### src/rtl/pit_pkg.sv
package pit_pkg;

  localparam int DIV_W   = 15;
  localparam int CODE_W  = 4;
  localparam int CTL_W   = 3;
  localparam int SHIFT_W = 5;

  // Remap the rate code: 1 and 2 stand for 8 and 9, 0 stays 0.
  function automatic logic [CODE_W-1:0] remap_code(input logic [CODE_W-1:0] code);
    logic [CODE_W-1:0] r;
    unique case (code)
      4'd1:    r = 4'd8;
      4'd2:    r = 4'd9;
      default: r = code;
    endcase
    return r;
  endfunction

  // Number of low divider bits that must roll over for one tick:
  // the period is 2**shift timebase enables.
  function automatic logic [SHIFT_W-1:0] period_shift(input logic [CODE_W-1:0] code);
    logic [CODE_W-1:0] e;
    e = remap_code(code);
    if (e == '0) return '0;
    return SHIFT_W'(e) - SHIFT_W'(1);
  endfunction

  // Divider hold: both upper bits of the control field set.
  function automatic logic div_held(input logic [CTL_W-1:0] ctl);
    return ctl[CTL_W-1] & ctl[CTL_W-2];
  endfunction

endpackage

### src/rtl/pit_prescaler.sv
module pit_prescaler #(
  parameter int CNT_W = pit_pkg::DIV_W
) (
  input  logic             clk_i,
  input  logic             rst_ni,
  input  logic             step_i,
  input  logic             clear_i,
  output logic [CNT_W-1:0] count_o,
  output logic [CNT_W-1:0] next_o
);

  logic [CNT_W-1:0] cnt_q;

  assign next_o  = cnt_q + CNT_W'(1);
  assign count_o = cnt_q;

  always_ff @(posedge clk_i or negedge rst_ni) begin
    if (!rst_ni)      cnt_q <= '0;
    else if (clear_i) cnt_q <= '0;
    else if (step_i)  cnt_q <= next_o;
  end

endmodule

### src/rtl/pit_rate_decode.sv
module pit_rate_decode
  import pit_pkg::*;
#(
  parameter int CNT_W = DIV_W
) (
  input  logic [CODE_W-1:0] code_i,
  input  logic              pie_i,
  output logic              active_o,
  output logic [CNT_W-1:0]  mask_o
);

  logic [SHIFT_W-1:0] shift;

  assign shift    = period_shift(code_i);
  assign active_o = pie_i & (code_i != '0);

  for (genvar g = 0; g < CNT_W; g++) begin : g_mask
    assign mask_o[g] = (SHIFT_W'(g) < shift);
  end

endmodule

### src/rtl/pit_tick_gate.sv
module pit_tick_gate #(
  parameter int CNT_W = pit_pkg::DIV_W
) (
  input  logic             clk_i,
  input  logic             rst_ni,
  input  logic             step_i,
  input  logic             held_i,
  input  logic             active_i,
  input  logic [CNT_W-1:0] next_i,
  input  logic [CNT_W-1:0] mask_i,
  output logic             boundary_o,
  output logic             pf_o,
  output logic             irq_o
);

  logic fire;

  assign boundary_o = ((next_i & mask_i) == '0);
  assign fire       = step_i & ~held_i & active_i & boundary_o;

  always_ff @(posedge clk_i or negedge rst_ni) begin
    if (!rst_ni) begin
      pf_o  <= 1'b0;
      irq_o <= 1'b0;
    end else begin
      pf_o  <= fire;
      irq_o <= fire;
    end
  end

endmodule

### src/rtl/periodic_tick_gen.sv
module periodic_tick_gen
  import pit_pkg::*;
#(
  parameter int CNT_W = DIV_W
) (
  input  logic              clk_i,
  input  logic              rst_ni,
  input  logic              tb_tick_i,
  input  logic [CODE_W-1:0] rate_sel_i,
  input  logic [CTL_W-1:0]  div_ctl_i,
  input  logic              pie_i,
  output logic              pf_set_o,
  output logic              irq_req_o
);

  logic             hold_w;
  logic             active_w;
  logic             boundary_w;
  logic [CNT_W-1:0] div_count;
  logic [CNT_W-1:0] div_next;
  logic [CNT_W-1:0] tick_mask;

  assign hold_w = div_held(div_ctl_i);

  pit_prescaler #(.CNT_W(CNT_W)) u_div (
    .clk_i   (clk_i),
    .rst_ni  (rst_ni),
    .step_i  (tb_tick_i),
    .clear_i (hold_w),
    .count_o (div_count),
    .next_o  (div_next)
  );

  pit_rate_decode #(.CNT_W(CNT_W)) u_dec (
    .code_i   (rate_sel_i),
    .pie_i    (pie_i),
    .active_o (active_w),
    .mask_o   (tick_mask)
  );

  pit_tick_gate #(.CNT_W(CNT_W)) u_gate (
    .clk_i      (clk_i),
    .rst_ni     (rst_ni),
    .step_i     (tb_tick_i),
    .held_i     (hold_w),
    .active_i   (active_w),
    .next_i     (div_next),
    .mask_i     (tick_mask),
    .boundary_o (boundary_w),
    .pf_o       (pf_set_o),
    .irq_o      (irq_req_o)
  );

endmodule

### config.mk
export PLATFORM = sky130hd
export DESIGN_NAME = periodic_tick_gen
export DESIGN_NICKNAME = d
export VERILOG_FILES = /design/src/rtl/pit_pkg.sv /design/src/rtl/pit_prescaler.sv /design/src/rtl/pit_rate_decode.sv /design/src/rtl/pit_tick_gate.sv /design/src/rtl/periodic_tick_gen.sv
export SDC_FILE = /design/constraint.sdc
export NUM_CORES = 1
export LEC_CHECK = 0
export BUFFER_PORTS_ARGS = -buffer_cell sky130_fd_sc_hd__buf_2
export CAP_MARGIN = 5
export CORE_MARGIN = 4
export CORE_UTILIZATION = 59
export DETAILED_ROUTE_END_ITERATION = 10
export GPL_TIMING_DRIVEN = 0
export HOLD_SLACK_MARGIN = 0.15
export PLACE_DENSITY = 0.85
export SYNTH_ARGS = -nofsm -noshare
export SYNTH_HDL_FRONTEND = slang
export SYNTH_HIERARCHICAL = 1
export SYNTH_SLANG_ARGS = --single-unit
### constraint.sdc
create_clock -name clk_i -period 2.2 [get_ports clk_i]
set_input_delay 0.22 -clock clk_i [delete_from_list [all_inputs] [get_ports clk_i]]
set_output_delay 0.22 -clock clk_i [all_outputs]
set_load 0.02 [all_outputs]
**After elaboration in Yosys (flattened, before gate mapping)**

Index checks and enable logic that the tools add are counted.

- Word-level logic and storage cells: 38
- Bits of input ports: 11
- Output and inout port bits: 2
- Bits in registers: 16

- Bitwise logic cells: 7
- Reduce and logical (&&, ||, !) cells: 4
- Multiplexer cells: 6
- Order comparisons: 15
- Add/sub/neg operators: 2
- Equality and inequality tests: 2

Operators with widths:

| cell | count |
|---|---|
| 4-bit by 5-bit < comparator with 1-bit output, first input constant | 7 |
| 15-bit two-way mux | 2 |
| 3-bit by 5-bit < comparator with 1-bit output, first input constant | 4 |
| 15-bit by 1-bit adder with 15-bit output, second input constant | 1 |
| 15-bit bitwise AND | 1 |
| 15-bit zero test | 1 |
| 1-bit by 5-bit < comparator with 1-bit output, first input constant | 2 |
| 2-bit by 5-bit < comparator with 1-bit output, first input constant | 2 |
| 5-bit two-way mux | 2 |
| 4-bit case mux with 2 select lines | 1 |
| 1-bit bitwise AND | 5 |
| 4-bit by 1-bit subtractor with 5-bit output, second input constant | 1 |
| 4-bit by 1-bit equality test with 1-bit output, second input constant | 1 |
| 4-bit by 2-bit equality test with 1-bit output, second input constant | 1 |
| 4-bit zero test | 1 |
| 4-bit nonzero test | 1 |
| 2-bit nonzero test | 1 |
| 1-bit two-way mux | 1 |
| 1-bit NOT | 1 |

**Depth between registers and ports, before layout**

- Word-level depth: 9
- Mapped depth: 9
- Mapped depth without buffers: 8

**Cells and area by module**

Netlist, hierarchy kept.

Modules (own cells, without submodules):

| module | instances | area each (µm²) | cells each |
|---|---|---|---|
| pit_prescaler | 1 | 1,044.8 | 115 |
| pit_rate_decode | 1 | 209.0 | 31 |
| pit_tick_gate | 1 | 120.1 | 14 |
| periodic_tick_gen | 1 | 6.3 | 1 |

**Worst setup path after synthesis**

No wires, ideal clock.

- Path type: register to register
- Start point: reg u_div.cnt_q[0] (netlist: u_div/count_o[0])
- End point: reg u_gate.irq_o
- Data arrival time: 1.888 ns
- Buffers on the path: 1
- Slack: 0.244 ns
- Cell stages (with the launch flop): 10
- Period minus slack after synthesis: 1.956 ns
- Path through: dfrtp_1 ha_1 nand3_2 buf_6 nor4_2 xor2_1 a22oi_1 nand3_1 nor3_2 and4b_1

- Longest elaborated chain between the ends: 4

Ends and longest elaborated chain:

| what | RTL line | RTL |
|---|---|---|
| start: declaration | pit_prescaler.sv:12 | `logic [CNT_W-1:0] cnt_q;` |
| start signal: assignment | pit_prescaler.sv:20 | `else if (step_i) cnt_q <= next_o;` |
| 15-bit by 1-bit adder with 15-bit output | pit_prescaler.sv:14 | `assign next_o = cnt_q + CNT_W'(1);` |
| named net div_next[12] | periodic_tick_gen.sv:20 | `logic [CNT_W-1:0] div_next;` |
| 15-bit bitwise AND | pit_tick_gate.sv:18 | `assign boundary_o = ((next_i & mask_i) == '0);` |
| 15-bit zero test | pit_tick_gate.sv:18 |  |
| named net boundary_w | periodic_tick_gen.sv:18 | `logic boundary_w;` |
| 1-bit bitwise AND | pit_tick_gate.sv:19 | `assign fire = step_i & ~held_i & active_i & boundary_o;` |
| named net u_gate.fire | pit_tick_gate.sv:16 | `logic fire;` |
| end signal: assignment | pit_tick_gate.sv:27 | `irq_o <= fire;` |
| end: declaration | pit_tick_gate.sv:13 | `output logic irq_o` |

The timed path passes the listed nets, and every way through them passes these cells.
A chain may end at the register's enable or synchronous reset.

**Worst setup path in the final report**

Ends and elaborated chain as after synthesis.

==> metrics.txt <==
outcome complete, no violations; share of layout cells above drive strength 1 24.9%; Setup WS pre-CTS -0.000634 ns; WL per Instance 14.7 um; first-pass GRT wire length 4750 um; largest family of logic cells by synthesized area simple AND/OR/NAND/NOR gates; nets 190; Post-DP Area 1450 sq um; #FFs+latches synth 16; synthesized cell area 1380 sq um; Crit Path Class register to register; logic gate share of total power 35.5%; area grow syn2layout 11.4%; core area 2210 sq um; Placed Cells 196; maximum VDD drop 464 uV; fillers 168; post-synth cell types 41; top-count cell post-synth dfrtp_1; CTS tree yes; Setup TNS 0 ns; Final min period 2.10 ns; routability cong. 0.881; area leader, netlist dfrtp_1; 1st-pass router iterations 5; unrepaired setup endpoints after global routing false; CTS clk-pin slew, worst paths 0.09 ns; critical path's top delay family simple AND/OR/NAND/NOR gates; Post-synth EDFFs 0; Final Skew 0.00245 ns; CTS root buffer clkbuf_4; Seq/Total Area, Yosys 29.0%; # diodes 0; Slowest-stage cell, CP dfrtp_2; Vias per Instance 6.09; final cell count without fillers 205; Post-synth top cells dfrtp_1, xor2_1, nand2_1, nor2_1, a21oi_1; crit path DAT 2.32 ns; DIE WIDTH 56.4 um; die footprint 3180 sq um; Final Max Tran Viols 0; drt drc 0; gate count of the mapped netlist 161; Reg power frac 41.1%; Net Count, Synth 173; startpoint types register; final instance area 1540 sq um; largest net degree at the start of global routing 17; Hold Crit Class input port to register; vias 1249; synth top area cells dfrtp_1, xor2_1, a22oi_1; critical-path cell list ha_1 -> nand3_2 -> buf_6 -> nor4_2 -> xor2_1 -> a22oi_1 -> nand3_1 -> nor3_2 -> and4b_1; critical path peak fanout 10; syn avg cell area 8.57 sq um; kind of end point of the critical path register; Final Cycle Share 95.3%; Core Rows 17; PnR worst setup slack 0.104 ns; CTS sink count 16; Worst EP required 2.43 ns; PD cells 543 nW/um^2; XOR/XNOR Fraction of Synth Area 11.4%; Hold WS 0.233 ns; mux share of post-synthesis cell area 5.62%; total grt overflow 0; yosys warns 6; All-Layer GR Usage 17.9%; max_cap viols 0; total number of H-tree levels 1; total power 835 uW; # setup viols final 0; compound-cell area share of the yosys netlist 13.0%; # IOs 13; Iteration-0 DRC Markers 76; share of the synthesized area in the top cell type 29.0%; fin util 69.5%; Bufs and invs on worst path 1; Hold Vio Cnt, Final 0; cell internal pwr 560 uW; Switching Share 33.0%; DRT antenna net count 0; Worst-Skew Late Latency 0.28 ns; Num CTS Buffers 3; Static Leak 0.710 nW; vias in the first global route 1093; Total Wirelength 3010 um; starting density of the core 62.4%; Max Clock Freq 0.477 GHz; Max clock buf depth 2; Psw 275 uW; Post-DP HPWL 2100 um; die height 56.4 um; Synth Area in Adders 0.907%; initial antenna violation count 0; clock power share 23.3%; Port Buffer Count 7; post-synthesis simple-gate area fraction 32.2%; Async SR Flop Fraction 100%; Crit path largest cell delay 0.42 ns; Synth Flop Type dfrtp_1
==> state kept, by name, indices dropped and copies added (netlist names) <==
signal,cells
u_div/count_o,15
u_gate/irq_o,1
==> metal layers <==
layer | vias up | global-route usage [%] | wire length [um]
met5 | - | 0 | 0
met3 | 2 | 2.53 | 248
met2 | 67 | 30.2 | 1440
met4 | 0 | 3.73 | 17
met1 | 565 | 24.3 | 1310
li1 | 615 | - | -
==> power groups by stage <==
stage                     registers, mW  clock network (mW)  logic [mW]
after floorplan                   0.356                   0       0.176
after global placement            0.359                   0       0.219
after detailed placement          0.361                   0       0.225
after CTS                         0.356               0.198       0.227
after global routing              0.346               0.211       0.317
final                             0.344               0.195       0.297
==> cells in the final DEF (no fill, tap or decap), types with 3 or more instances in the layout <==
cell type / count
a21oi_1: 8
a22oi_1: 6
and2_1: 4
and3_1: 3
buf_2: 13
buf_4: 9
clkbuf_4: 3
dfrtp_1: 14
mux2_1: 3
mux2_2: 3
nand2_1: 12
nand3_1: 7
nand4_1: 5
nor2_1: 12
nor2b_1: 7
nor4_1: 6
o21bai_1: 3
o31ai_1: 5
or4_1: 5
xnor2_1: 5
xor2_1: 13
==> final timing paths <==
path | endpoint | slack (ns) | startpoint | cells past startpoint
hold / removal | u_gate/irq_o | 0.23 | tb_tick_i | 2
setup / recovery | u_gate/irq_o | 0.10 | u_div/count_o[0] | 9
hold reg to reg | u_div/count_o[10] | 0.66 | u_div/count_o[10] | 2
max in group asynchronous | u_div/count_o[1] | 1.54 | rst_ni | 2
setup reg to reg | u_gate/irq_o | 0.10 | u_div/count_o[0] | 9
min in group asynchronous | u_gate/irq_o | 0.37 | rst_ni | 2
==> layout make-up <==
type                            instances  area, sq um  share of cell area, %
Multi-Input combinational cell        127          880                   57.2
Sequential cell                        16          403                   26.2
Tap cell                               28         35.0                   2.28
Buffer                                 14         90.1                   5.86
Clock buffer                            4         36.3                   2.36
Timing Repair Buffer                   13         82.6                   5.37
Inverter                                3         11.3                  0.732
==> logic make-up (layout without fill, tap and decap cells) <==
logic type	after synthesis	in the layout
simple gates	74	74
compound gates	26	26
flops	16	16
fa+ha+maj	1	1
xor+xnor	18	18
buf+inv	18	34
other cells	1	1
mux	7	7
==> timing repair <==
item	in CTS	in global routing
hold buffers	1	0
pin swaps	0	0
setup endpoints to repair	1	1
endpoints found under the hold margin	16	0
resized for setup	1	2
cloned	0	0
setup buffers	0	5
Note: power is estimated with default switching activity, not from simulation.
